File: config.mk
export PLATFORM = sky130hd
export DESIGN_NAME = serial_rx_unit
export DESIGN_NICKNAME = d
export VERILOG_FILES = /design/src/rtl/serial_rx_pkg.sv /design/src/rtl/srx_line_sync.sv /design/src/rtl/srx_frame_fsm.sv /design/src/rtl/srx_status_regs.sv /design/src/rtl/serial_rx_unit.sv
export SDC_FILE = /design/constraint.sdc
export NUM_CORES = 1
export LEC_CHECK = 0
export ABC_AREA = 1
export BUFFER_PORTS_ARGS = -buffer_cell sky130_fd_sc_hd__buf_2
export CORE_MARGIN = 2
export CORE_UTILIZATION = 55
export DETAILED_ROUTE_END_ITERATION = 6
export PLACE_DENSITY = 0.76
export SYNTH_ARGS = -nofsm -noshare
export SYNTH_HDL_FRONTEND = slang
export SYNTH_SLANG_ARGS = --single-unit
File: constraint.sdc
create_clock -name clk -period 1.9 [get_ports clk]
set_input_delay 0.57 -clock clk [delete_from_list [all_inputs] [get_ports clk]]
set_output_delay 0.57 -clock clk [all_outputs]
set_load 0.1 [all_outputs]
File: src/rtl/serial_rx_pkg.sv
// Shared types for the serial receiver.
// Assumes: used only by the serial_rx_unit hierarchy.
package serial_rx_pkg;

    // Frame sequencer states
    typedef enum logic [2:0] {
        RX_IDLE,
        RX_START,
        RX_DATA,
        RX_PARITY,
        RX_STOP
    } rx_state_e;

endpackage

File: src/rtl/srx_line_sync.sv
// Synchronises the asynchronous serial line into the clock domain.
// Assumes: SYNC_STAGES >= 1. The chain resets to the idle (mark) level.
module srx_line_sync #(
    parameter int SYNC_STAGES = 2
) (
    input  logic clk,
    input  logic rst_n,
    input  logic line_async,
    output logic line_sync
);
    logic [SYNC_STAGES-1:0] chain;

    generate
        for (genvar s = 0; s < SYNC_STAGES; s++) begin : g_stage
            // Purpose: one flop of the synchroniser chain
            always_ff @(posedge clk) begin
                if (!rst_n) begin
                    chain[s] <= 1'b1;
                end else if (s == 0) begin
                    chain[s] <= line_async;
                end else begin
                    chain[s] <= chain[(s == 0) ? 0 : s-1];
                end
            end
        end
    endgenerate

    assign line_sync = chain[SYNC_STAGES-1];
endmodule

File: src/rtl/srx_frame_fsm.sv
// Frame sequencer: finds the start bit, samples each bit once at its
// midpoint on the oversampling tick, and checks parity and stop.
// Assumes: tick pulses OS_RATE times per bit, line is synchronised,
// and the parity settings are held steady for the whole frame.
module srx_frame_fsm
    import serial_rx_pkg::*;
#(
    parameter int DATA_W  = 8,
    parameter int OS_RATE = 16
) (
    input  logic              clk,
    input  logic              rst_n,
    input  logic              tick,
    input  logic              line,
    input  logic              par_en,
    input  logic              par_odd,
    output logic              done,
    output logic [DATA_W-1:0] data,
    output logic              par_bad,
    output logic              stop_bad
);
    localparam int CW = $clog2(OS_RATE);
    localparam int IW = (DATA_W > 1) ? $clog2(DATA_W) : 1;
    localparam logic [CW-1:0] HALF_M1 = CW'(OS_RATE/2 - 1);
    localparam logic [CW-1:0] FULL_M1 = CW'(OS_RATE - 1);
    localparam logic [IW-1:0] LAST_BIT = IW'(DATA_W - 1);

    rx_state_e         state;
    logic [CW-1:0]     os_cnt;
    logic [IW-1:0]     bit_idx;
    logic [DATA_W-1:0] shreg;
    logic              par_acc;
    logic              par_bad_q;
    logic              at_mid;

    // Purpose: mark the tick on which the current bit is sampled
    always_comb begin
        if (state == RX_START) at_mid = tick && (os_cnt == HALF_M1);
        else                   at_mid = tick && (os_cnt == FULL_M1);
    end

    // Purpose: state sequencing, bit counting and data shifting
    always_ff @(posedge clk) begin
        if (!rst_n) begin
            state     <= RX_IDLE;
            os_cnt    <= '0;
            bit_idx   <= '0;
            shreg     <= '0;
            par_acc   <= 1'b0;
            par_bad_q <= 1'b0;
            done      <= 1'b0;
            data      <= '0;
            par_bad   <= 1'b0;
            stop_bad  <= 1'b0;
        end else begin
            done <= 1'b0;
            if (tick && !at_mid && state != RX_IDLE) os_cnt <= os_cnt + 1'b1;
            unique case (state)
                RX_IDLE: if (tick && !line) begin
                    state  <= RX_START;
                    os_cnt <= '0;
                end
                RX_START: if (at_mid) begin
                    os_cnt    <= '0;
                    bit_idx   <= '0;
                    par_acc   <= 1'b0;
                    par_bad_q <= 1'b0;
                    state     <= line ? RX_IDLE : RX_DATA;
                end
                RX_DATA: if (at_mid) begin
                    os_cnt  <= '0;
                    shreg   <= {line, shreg[DATA_W-1:1]};
                    par_acc <= par_acc ^ line;
                    bit_idx <= bit_idx + 1'b1;
                    if (bit_idx == LAST_BIT) state <= par_en ? RX_PARITY : RX_STOP;
                end
                RX_PARITY: if (at_mid) begin
                    os_cnt    <= '0;
                    par_bad_q <= ((par_acc ^ line) != par_odd);
                    state     <= RX_STOP;
                end
                RX_STOP: if (at_mid) begin
                    os_cnt   <= '0;
                    done     <= 1'b1;
                    data     <= shreg;
                    par_bad  <= par_bad_q;
                    stop_bad <= !line;
                    state    <= RX_IDLE;
                end
                default: state <= RX_IDLE;
            endcase
        end
    end
endmodule

File: src/rtl/srx_status_regs.sv
// Holding register, status flags and interrupt requests.
// Assumes: done is a one-cycle pulse; read and clear are one-cycle strobes.
module srx_status_regs #(
    parameter int DATA_W = 8
) (
    input  logic              clk,
    input  logic              rst_n,
    input  logic              done,
    input  logic [DATA_W-1:0] frame_data,
    input  logic              par_bad,
    input  logic              stop_bad,
    input  logic              rd_strobe,
    input  logic              clr_strobe,
    input  logic              irq_en,
    output logic [DATA_W-1:0] hold_data,
    output logic              full,
    output logic              ovr,
    output logic              perr,
    output logic              ferr,
    output logic              irq_rx,
    output logic              irq_err
);
    logic full_eff;
    logic err_eff;

    // Purpose: flag values after this cycle's read and clear strobes are applied
    always_comb begin
        full_eff = full && !rd_strobe;
        err_eff  = (ovr || perr || ferr) && !clr_strobe;
    end

    // Purpose: update the holding register and the status flags
    always_ff @(posedge clk) begin
        if (!rst_n) begin
            hold_data <= '0;
            full      <= 1'b0;
            ovr       <= 1'b0;
            perr      <= 1'b0;
            ferr      <= 1'b0;
        end else begin
            if (rd_strobe) full <= 1'b0;
            if (clr_strobe) begin
                ovr  <= 1'b0;
                perr <= 1'b0;
                ferr <= 1'b0;
            end
            if (done) begin
                if (full_eff) begin
                    ovr <= 1'b1;
                end else begin
                    hold_data <= frame_data;
                    if (par_bad)  perr <= 1'b1;
                    if (stop_bad) ferr <= 1'b1;
                    if (!par_bad && !stop_bad && !err_eff) full <= 1'b1;
                end
            end
        end
    end

    // Purpose: level interrupt requests gated by the enable
    always_comb begin
        irq_rx  = irq_en && full;
        irq_err = irq_en && (ovr || perr || ferr);
    end
endmodule

File: src/rtl/serial_rx_unit.sv
// Top of the asynchronous serial receiver: synchroniser, frame
// sequencer and status registers.
// Assumes: baud_tick pulses sixteen times per bit period.
module serial_rx_unit #(
    parameter int DATA_W      = 8,
    parameter int OS_RATE     = 16,
    parameter int SYNC_STAGES = 2
) (
    input  logic              clk,
    input  logic              rst_n,
    input  logic              baud_tick,
    input  logic              serial_in,
    input  logic              parity_on,
    input  logic              parity_odd,
    input  logic              host_read,
    input  logic              err_clear,
    input  logic              irq_enable,
    output logic [DATA_W-1:0] rx_data,
    output logic              rx_full,
    output logic              rx_overrun,
    output logic              rx_parity_err,
    output logic              rx_frame_err,
    output logic              irq_rx,
    output logic              irq_err
);
    logic              line_s;
    logic              frame_done;
    logic [DATA_W-1:0] frame_byte;
    logic              frame_par_bad;
    logic              frame_stop_bad;

    srx_line_sync #(.SYNC_STAGES(SYNC_STAGES)) u_sync (
        .clk        (clk),
        .rst_n      (rst_n),
        .line_async (serial_in),
        .line_sync  (line_s)
    );

    srx_frame_fsm #(.DATA_W(DATA_W), .OS_RATE(OS_RATE)) u_fsm (
        .clk      (clk),
        .rst_n    (rst_n),
        .tick     (baud_tick),
        .line     (line_s),
        .par_en   (parity_on),
        .par_odd  (parity_odd),
        .done     (frame_done),
        .data     (frame_byte),
        .par_bad  (frame_par_bad),
        .stop_bad (frame_stop_bad)
    );

    srx_status_regs #(.DATA_W(DATA_W)) u_status (
        .clk        (clk),
        .rst_n      (rst_n),
        .done       (frame_done),
        .frame_data (frame_byte),
        .par_bad    (frame_par_bad),
        .stop_bad   (frame_stop_bad),
        .rd_strobe  (host_read),
        .clr_strobe (err_clear),
        .irq_en     (irq_enable),
        .hold_data  (rx_data),
        .full       (rx_full),
        .ovr        (rx_overrun),
        .perr       (rx_parity_err),
        .ferr       (rx_frame_err),
        .irq_rx     (irq_rx),
        .irq_err    (irq_err)
    );
endmodule

======== Yosys cells after proc, flatten, opt, wreduce, memory -nomap -nowiden ========
Index checks and enable logic that the tools add are counted.
operators by class
  bitwise gates (word level) .............. 2
  equal/unequal tests ..................... 14
  $add $sub $neg .......................... 2
  reductions and logical operators ........ 32
  mux-type cells .......................... 37
operators by type and width
  kind                                                                     number
  3-bit two-way mux                                                        8
  1-bit two-way mux                                                        20
  3-bit one-hot mux with 5 select lines                                    1
  4-bit two-way mux                                                        3
  2-bit by 1-bit inequality test with 1-bit output, second input constant  6
  1-bit logical AND                                                        11
  4-bit one-hot mux with 2 select lines                                    1
  2-bit AND reduction                                                      4
  1-bit logical NOT                                                        7
  3-bit by 2-bit equality test with 1-bit output, second input constant    2
  3-bit equality test, second input constant                               2
  3-bit one-hot mux with 2 select lines                                    1
  3-bit AND reduction                                                      2
  6-bit AND reduction                                                      1
  4-bit by 1-bit adder with 4-bit output, second input constant            1
  4-bit by 3-bit equality test with 1-bit output, second input constant    1
  4-bit equality test, second input constant                               1
  1-bit one-hot mux with 2 select lines                                    2
  2-bit nonzero test                                                       2
  4-bit OR reduction                                                       1
  3-bit by 1-bit adder with 3-bit output, second input constant            1
  3-bit by 1-bit equality test with 1-bit output, second input constant    1
  3-bit logical NOT                                                        1
  3-bit nonzero test                                                       1
  other kinds (5)                                                          6
storage, ports and cells
  flip-flop bits (word level) ............. 45
  output and inout port bits .............. 14
  bits of input ports ..................... 9

======== Logic depth before layout (Yosys ltp) ========
  depth after elaboration ................. 9
  mapped depth ............................ 10
  depth with buffers taken out ............ 10

======== By module ========
Synthesis repeated with hierarchy kept, for this count alone.
unflattened totals
  cells, all modules ...................... 258
  area, all modules ....................... 1908.1 um2
by module, submodules not included
  module           cells each  instances  area an instance (um2)
  srx_frame_fsm    191         1          1392.6
  srx_status_regs  61          1          460.4
  srx_line_sync    6           1          55.1

======== Worst setup path after synthesis ========
Ideal clock, no wire load.
  path kind ............................... reg2out
  start point ............................. register u_status.ovr
  end point ............................... output port irq_err
  arrival ................................. 2.791 ns
  slack ................................... -1.461 ns
  cell stages (with the launch flop) ...... 3
  buffers on the path ..................... 0
  cell sequence ........................... dfxtp_1 > inv_1 > a31oi_1
on the way
  word-level cells in the longest chain between the ends .. 3
RTL lines
  element                        RTL line               RTL
  from (decl)                    srx_status_regs.sv:17  output logic ovr,
  from (signal assigned)         srx_status_regs.sv:37  ovr <= 1'b0;
  from (signal assigned)         srx_status_regs.sv:43  ovr <= 1'b0;
  from (signal assigned)         srx_status_regs.sv:49  ovr <= 1'b1;
  1-bit logical OR (2 in a row)  srx_status_regs.sv:63  irq_err = irq_en && (ovr || perr || ferr);
  1-bit logical AND              srx_status_regs.sv:63
  to (decl)                      serial_rx_unit.sv:24   output logic irq_err
Every way passes these cells.

======== Worst setup path after layout ========
  start point ............................. register u_status.perr
  end point ............................... output port irq_err
on the way
  word-level cells in the longest chain between the ends .. 3
RTL lines
  element                        RTL line               RTL
  from (decl)                    srx_status_regs.sv:18  output logic perr,
  from (signal assigned)         srx_status_regs.sv:38  perr <= 1'b0;
  from (signal assigned)         srx_status_regs.sv:44  perr <= 1'b0;
  from (signal assigned)         srx_status_regs.sv:52  if (par_bad) perr <= 1'b1;
  1-bit logical OR (2 in a row)  srx_status_regs.sv:63
  1-bit logical AND              srx_status_regs.sv:63
Every way passes these cells.

==> impl_results.md <==
* Outcome: complete, no violations
* Summed negative setup slack over all endpoints at 0 ns
* Number of nets with antenna violations after detailed routing at 0
* Leakage power figure at 1.01 nW
* Share of the clock period used by the worst path after layout at 0.917
* Min-Delay Path Class: in -> reg
* Worst-skew pair later-pin latency at roughly 0.36 ns
* Detail Placement HPWL at 2.44 mm
* GRT Overall Usage at 0.191
* Bufs on Longest Clock Path at 2
* Share of layout cells above drive strength 1 at 0.193
* Horizontal extent of the die at 62.7 microns
* Number of placed instances with taps included at ~320
* Clock Sink Count at 45
* Initial antenna violation count at 0
* Sequence of cells on the critical path: inv_1 -> a31oi_4 -> buf_12
* Count of pins over their slew limit at 0
* Area of the multi-input gates at between 800 and 900 sq um
* Final WL at 3.31 mm
* Number of search-and-repair iterations in the first detailed-routing pass at 4
* Clock network fraction of design power at 0.232
* WP buf/inv at 2
* Switching power of the nets at approximately 0.00069 W
* Cell area after synthesis at about 1900 sq um
* Count of nets after finishing at 296
* Layout-stage area growth over the synthesis result at 15.1%
* Normalized max-slew margin at 0.677
* Average wire per standard cell at about 10 microns
* Top cells by area in the synthesized netlist: dfxtp_1, nor2_1, o21ai_0, nand2_1, inv_1
* Worst Path Arrival at 1.17 ns
* Weighted congestion at the end of routability-driven global placement at approximately 0.84
* Hold Vio Cnt, Final at 0
* Total I/O pin count at 23
* Number of warnings reported in the yosys synthesis log at 0
* Slowest cell on the critical path: dfxtp_4
* Setup repair after global routing missed its margin: false
* Area of the core at around 3300 sq um
* Final worst slack at 0.157 ns
* Number of H-tree levels at 2
* Post-Synthesis Cells at 257
* Number of maximum-capacitance constraint violations at 0
* Post-CTS clock slew at the launch and capture registers of the worst setup and hold paths at roughly 0.12 ns
* Total overflow reported by the global router at 0
* Total clock buffers created by CTS at 5
* Share of the synthesized area in the top cell type at 0.475
* Upper clock frequency limit at 0.574 GHz
* Clock Skew at between 0.01 and 0.015 ns
* Internal at ~0.0013 W
* Reg area at between 900 and 1000 sq um
* TritonCTS clock tree: yes
* Cell family with most CP delay: flip-flops
* Net count of the mapped netlist at 269
* Initial detailed-routing violation count at 87
* Die span in y at 62.7 microns
* Relative contribution of sequential cells to total power at 0.521
* Count of standard-cell rows at 21
* Critical path required time at roughly 1.3 ns
* Post-placement setup slack at approximately 0.26 ns
* Post-CTS repair timing setup buffer count at 0
* Count of endpoints failing setup in the final report at 0
* Mean Syn Cell Area at around 7.4 sq um
* Sequential share of the synthesized area at 0.475
* Largest net degree at the start of global routing at 28
* Number of resized instances in the post-cts repair step at 0
* Area of the die at around 3900 sq um
* Worst IR Drop VDD at ~650 uV
* Area leader, netlist: dfxtp_1
* Number of global-route vias before repair at 1,463
* Vias at around 1,600
* Max stage delay on crit path at roughly 0.37 ns
* Wire length of the first global-routing pass at slightly above 6 mm
* Starting density of the core at 0.569
* Ratio of total power to cell area at roughly 910 nW/um^2
* Kind of critical path: reg -> out
* Final critical delay including setup and external delays at approximately 1.7 ns
* Worst setup SP type: flop
* Inserted Diodes at 0
* CP Capture Type: primary output
* Number of synthesized register bits at 45
* Number of fill cells at ~320
* Per-cell via count in the routed design at 4.92
* Min Hold Slack at 0.395 ns
* Switching share of power at 0.345
* Library cells used by synthesis at 27
* Combinational group share of total power at 0.247
* Master cell of the clock root buffer: clkbuf_4
* DRC violation count after routing at 0
* Count of port buffers added during placement at 22
* Count of hold buffers inserted by post-cts repair at 0
* Non-Filler Instances at 331
* Worst slew pin tran at between 0.4 and 0.5 ns
* Maximum fanout along the worst path at 3
## area by class of cell
cell class                 count  share of cell area
sequential                    45               0.418
multi-input combinational    178               0.401
timing repair buffer          26              0.0779
inverter                      28              0.0498
tap                           46              0.0263
clock buffer                   5              0.0172
clock inverter                 3             0.00916
## registers in the layout (all words and copies together), names as in the netlist, 3 cells and up
signal / count
u_fsm.shreg: 8
u_fsm.state: 3
u_fsm.os_cnt: 4
u_status.hold_data: 8
u_fsm.bit_idx: 3
u_fsm.data: 8
## cells by family after synthesis
family          share of synthesized area
xor+xnor                           0.0185
compound gates                      0.151
buf+inv                            0.0712
simple gates                        0.265
fa+ha+maj                          0.0198
flops                               0.475
## per-stage QoR
step	total power [W]	utilization	area, sq um
after floorplan	0.00145	-	1930
after global placement	0.00153	0.637	2130
after detailed placement	0.00154	0.637	2130
after CTS	0.00201	0.655	2180
after global routing	0.00214	0.655	2180
final	0.00199	0.655	2180
## layer usage
metal  routed length (microns)  GRT usage
met1                      1640      0.235
met2                      1450      0.312
met3                       158     0.0613
met4                        55     0.0750
met5                         0          0
## power by group through the flow
| stage | Combinational (W) | Clock (W) | Sequential, W |
|---|---|---|---|
| finish | 0.000492 | 0.000461 | 0.00104 |
| global route | 0.000567 | 0.000526 | 0.00105 |
| CTS | 0.000489 | 0.000480 | 0.00104 |
| detailed placement | 0.000488 | 0 | 0.00106 |
| global placement | 0.000474 | 0 | 0.00106 |
| floorplan | 0.000401 | 0 | 0.00105 |
## worst reg2reg max path: stages, from the launching register on
cell and delay (ns):
dfxtp_1 0.41, ha_1 0.18, nand2_1 0.07, inv_1 0.11, nand4_4 0.20, nor2_2 0.26, buf_4 0.19, o21ai_0 0.09
nor2_1 0.09
## synthesized netlist by cell type
cell type / number
dfxtp_1: 45
nand3_2: 1
nand4_2: 1
o21ai_0: 33
nor2_4: 1
nor2_2: 1
a31oi_1: 2
or2_2: 4
ha_1: 3
o22ai_1: 1
clkbuf_1: 4
a21oi_1: 16
nand2_2: 1
inv_2: 3
buf_4: 2
inv_1: 24
o21ai_1: 1
nor2_1: 62
nor3_1: 2
clkinv_1: 1
xor2_1: 2
nand4_1: 1
nand3_1: 6
xnor2_1: 2
nand2_1: 35
a21oi_2: 2
nand4_4: 1
## final timing paths
check	start	end	slack (ns)	cells past startpoint
setup / recovery	u_status.perr$_SDFF_PN0_	irq_err	0.16	3
hold reg to reg	u_sync.chain[0]$_SDFF_PN1_	u_sync.line_sync$_SDFF_PN1_	0.43	1
setup reg to reg	u_fsm.os_cnt[0]$_SDFF_PN0_	u_fsm.data[6]$_SDFFE_PN0P_	0.25	8
hold / removal	serial_in	u_sync.chain[0]$_SDFF_PN1_	0.39	2
## placed cells by master (no fill, tap or decap), types with 2 or more instances in the layout
cell type and n:
nand2_1 35, buf_2 20, dfxtp_1 41, xor2_1 2, a21oi_2 2, clkbuf_4 5, dfxtp_4 3, buf_12 2
xnor2_1 2, inv_1 23, inv_2 3, nor3_1 2, a21oi_1 16, o21ai_0 33, nor2_1 62, nand3_1 6
or2_2 4, ha_1 3, buf_4 4
Power figures use the tool's default switching activity.
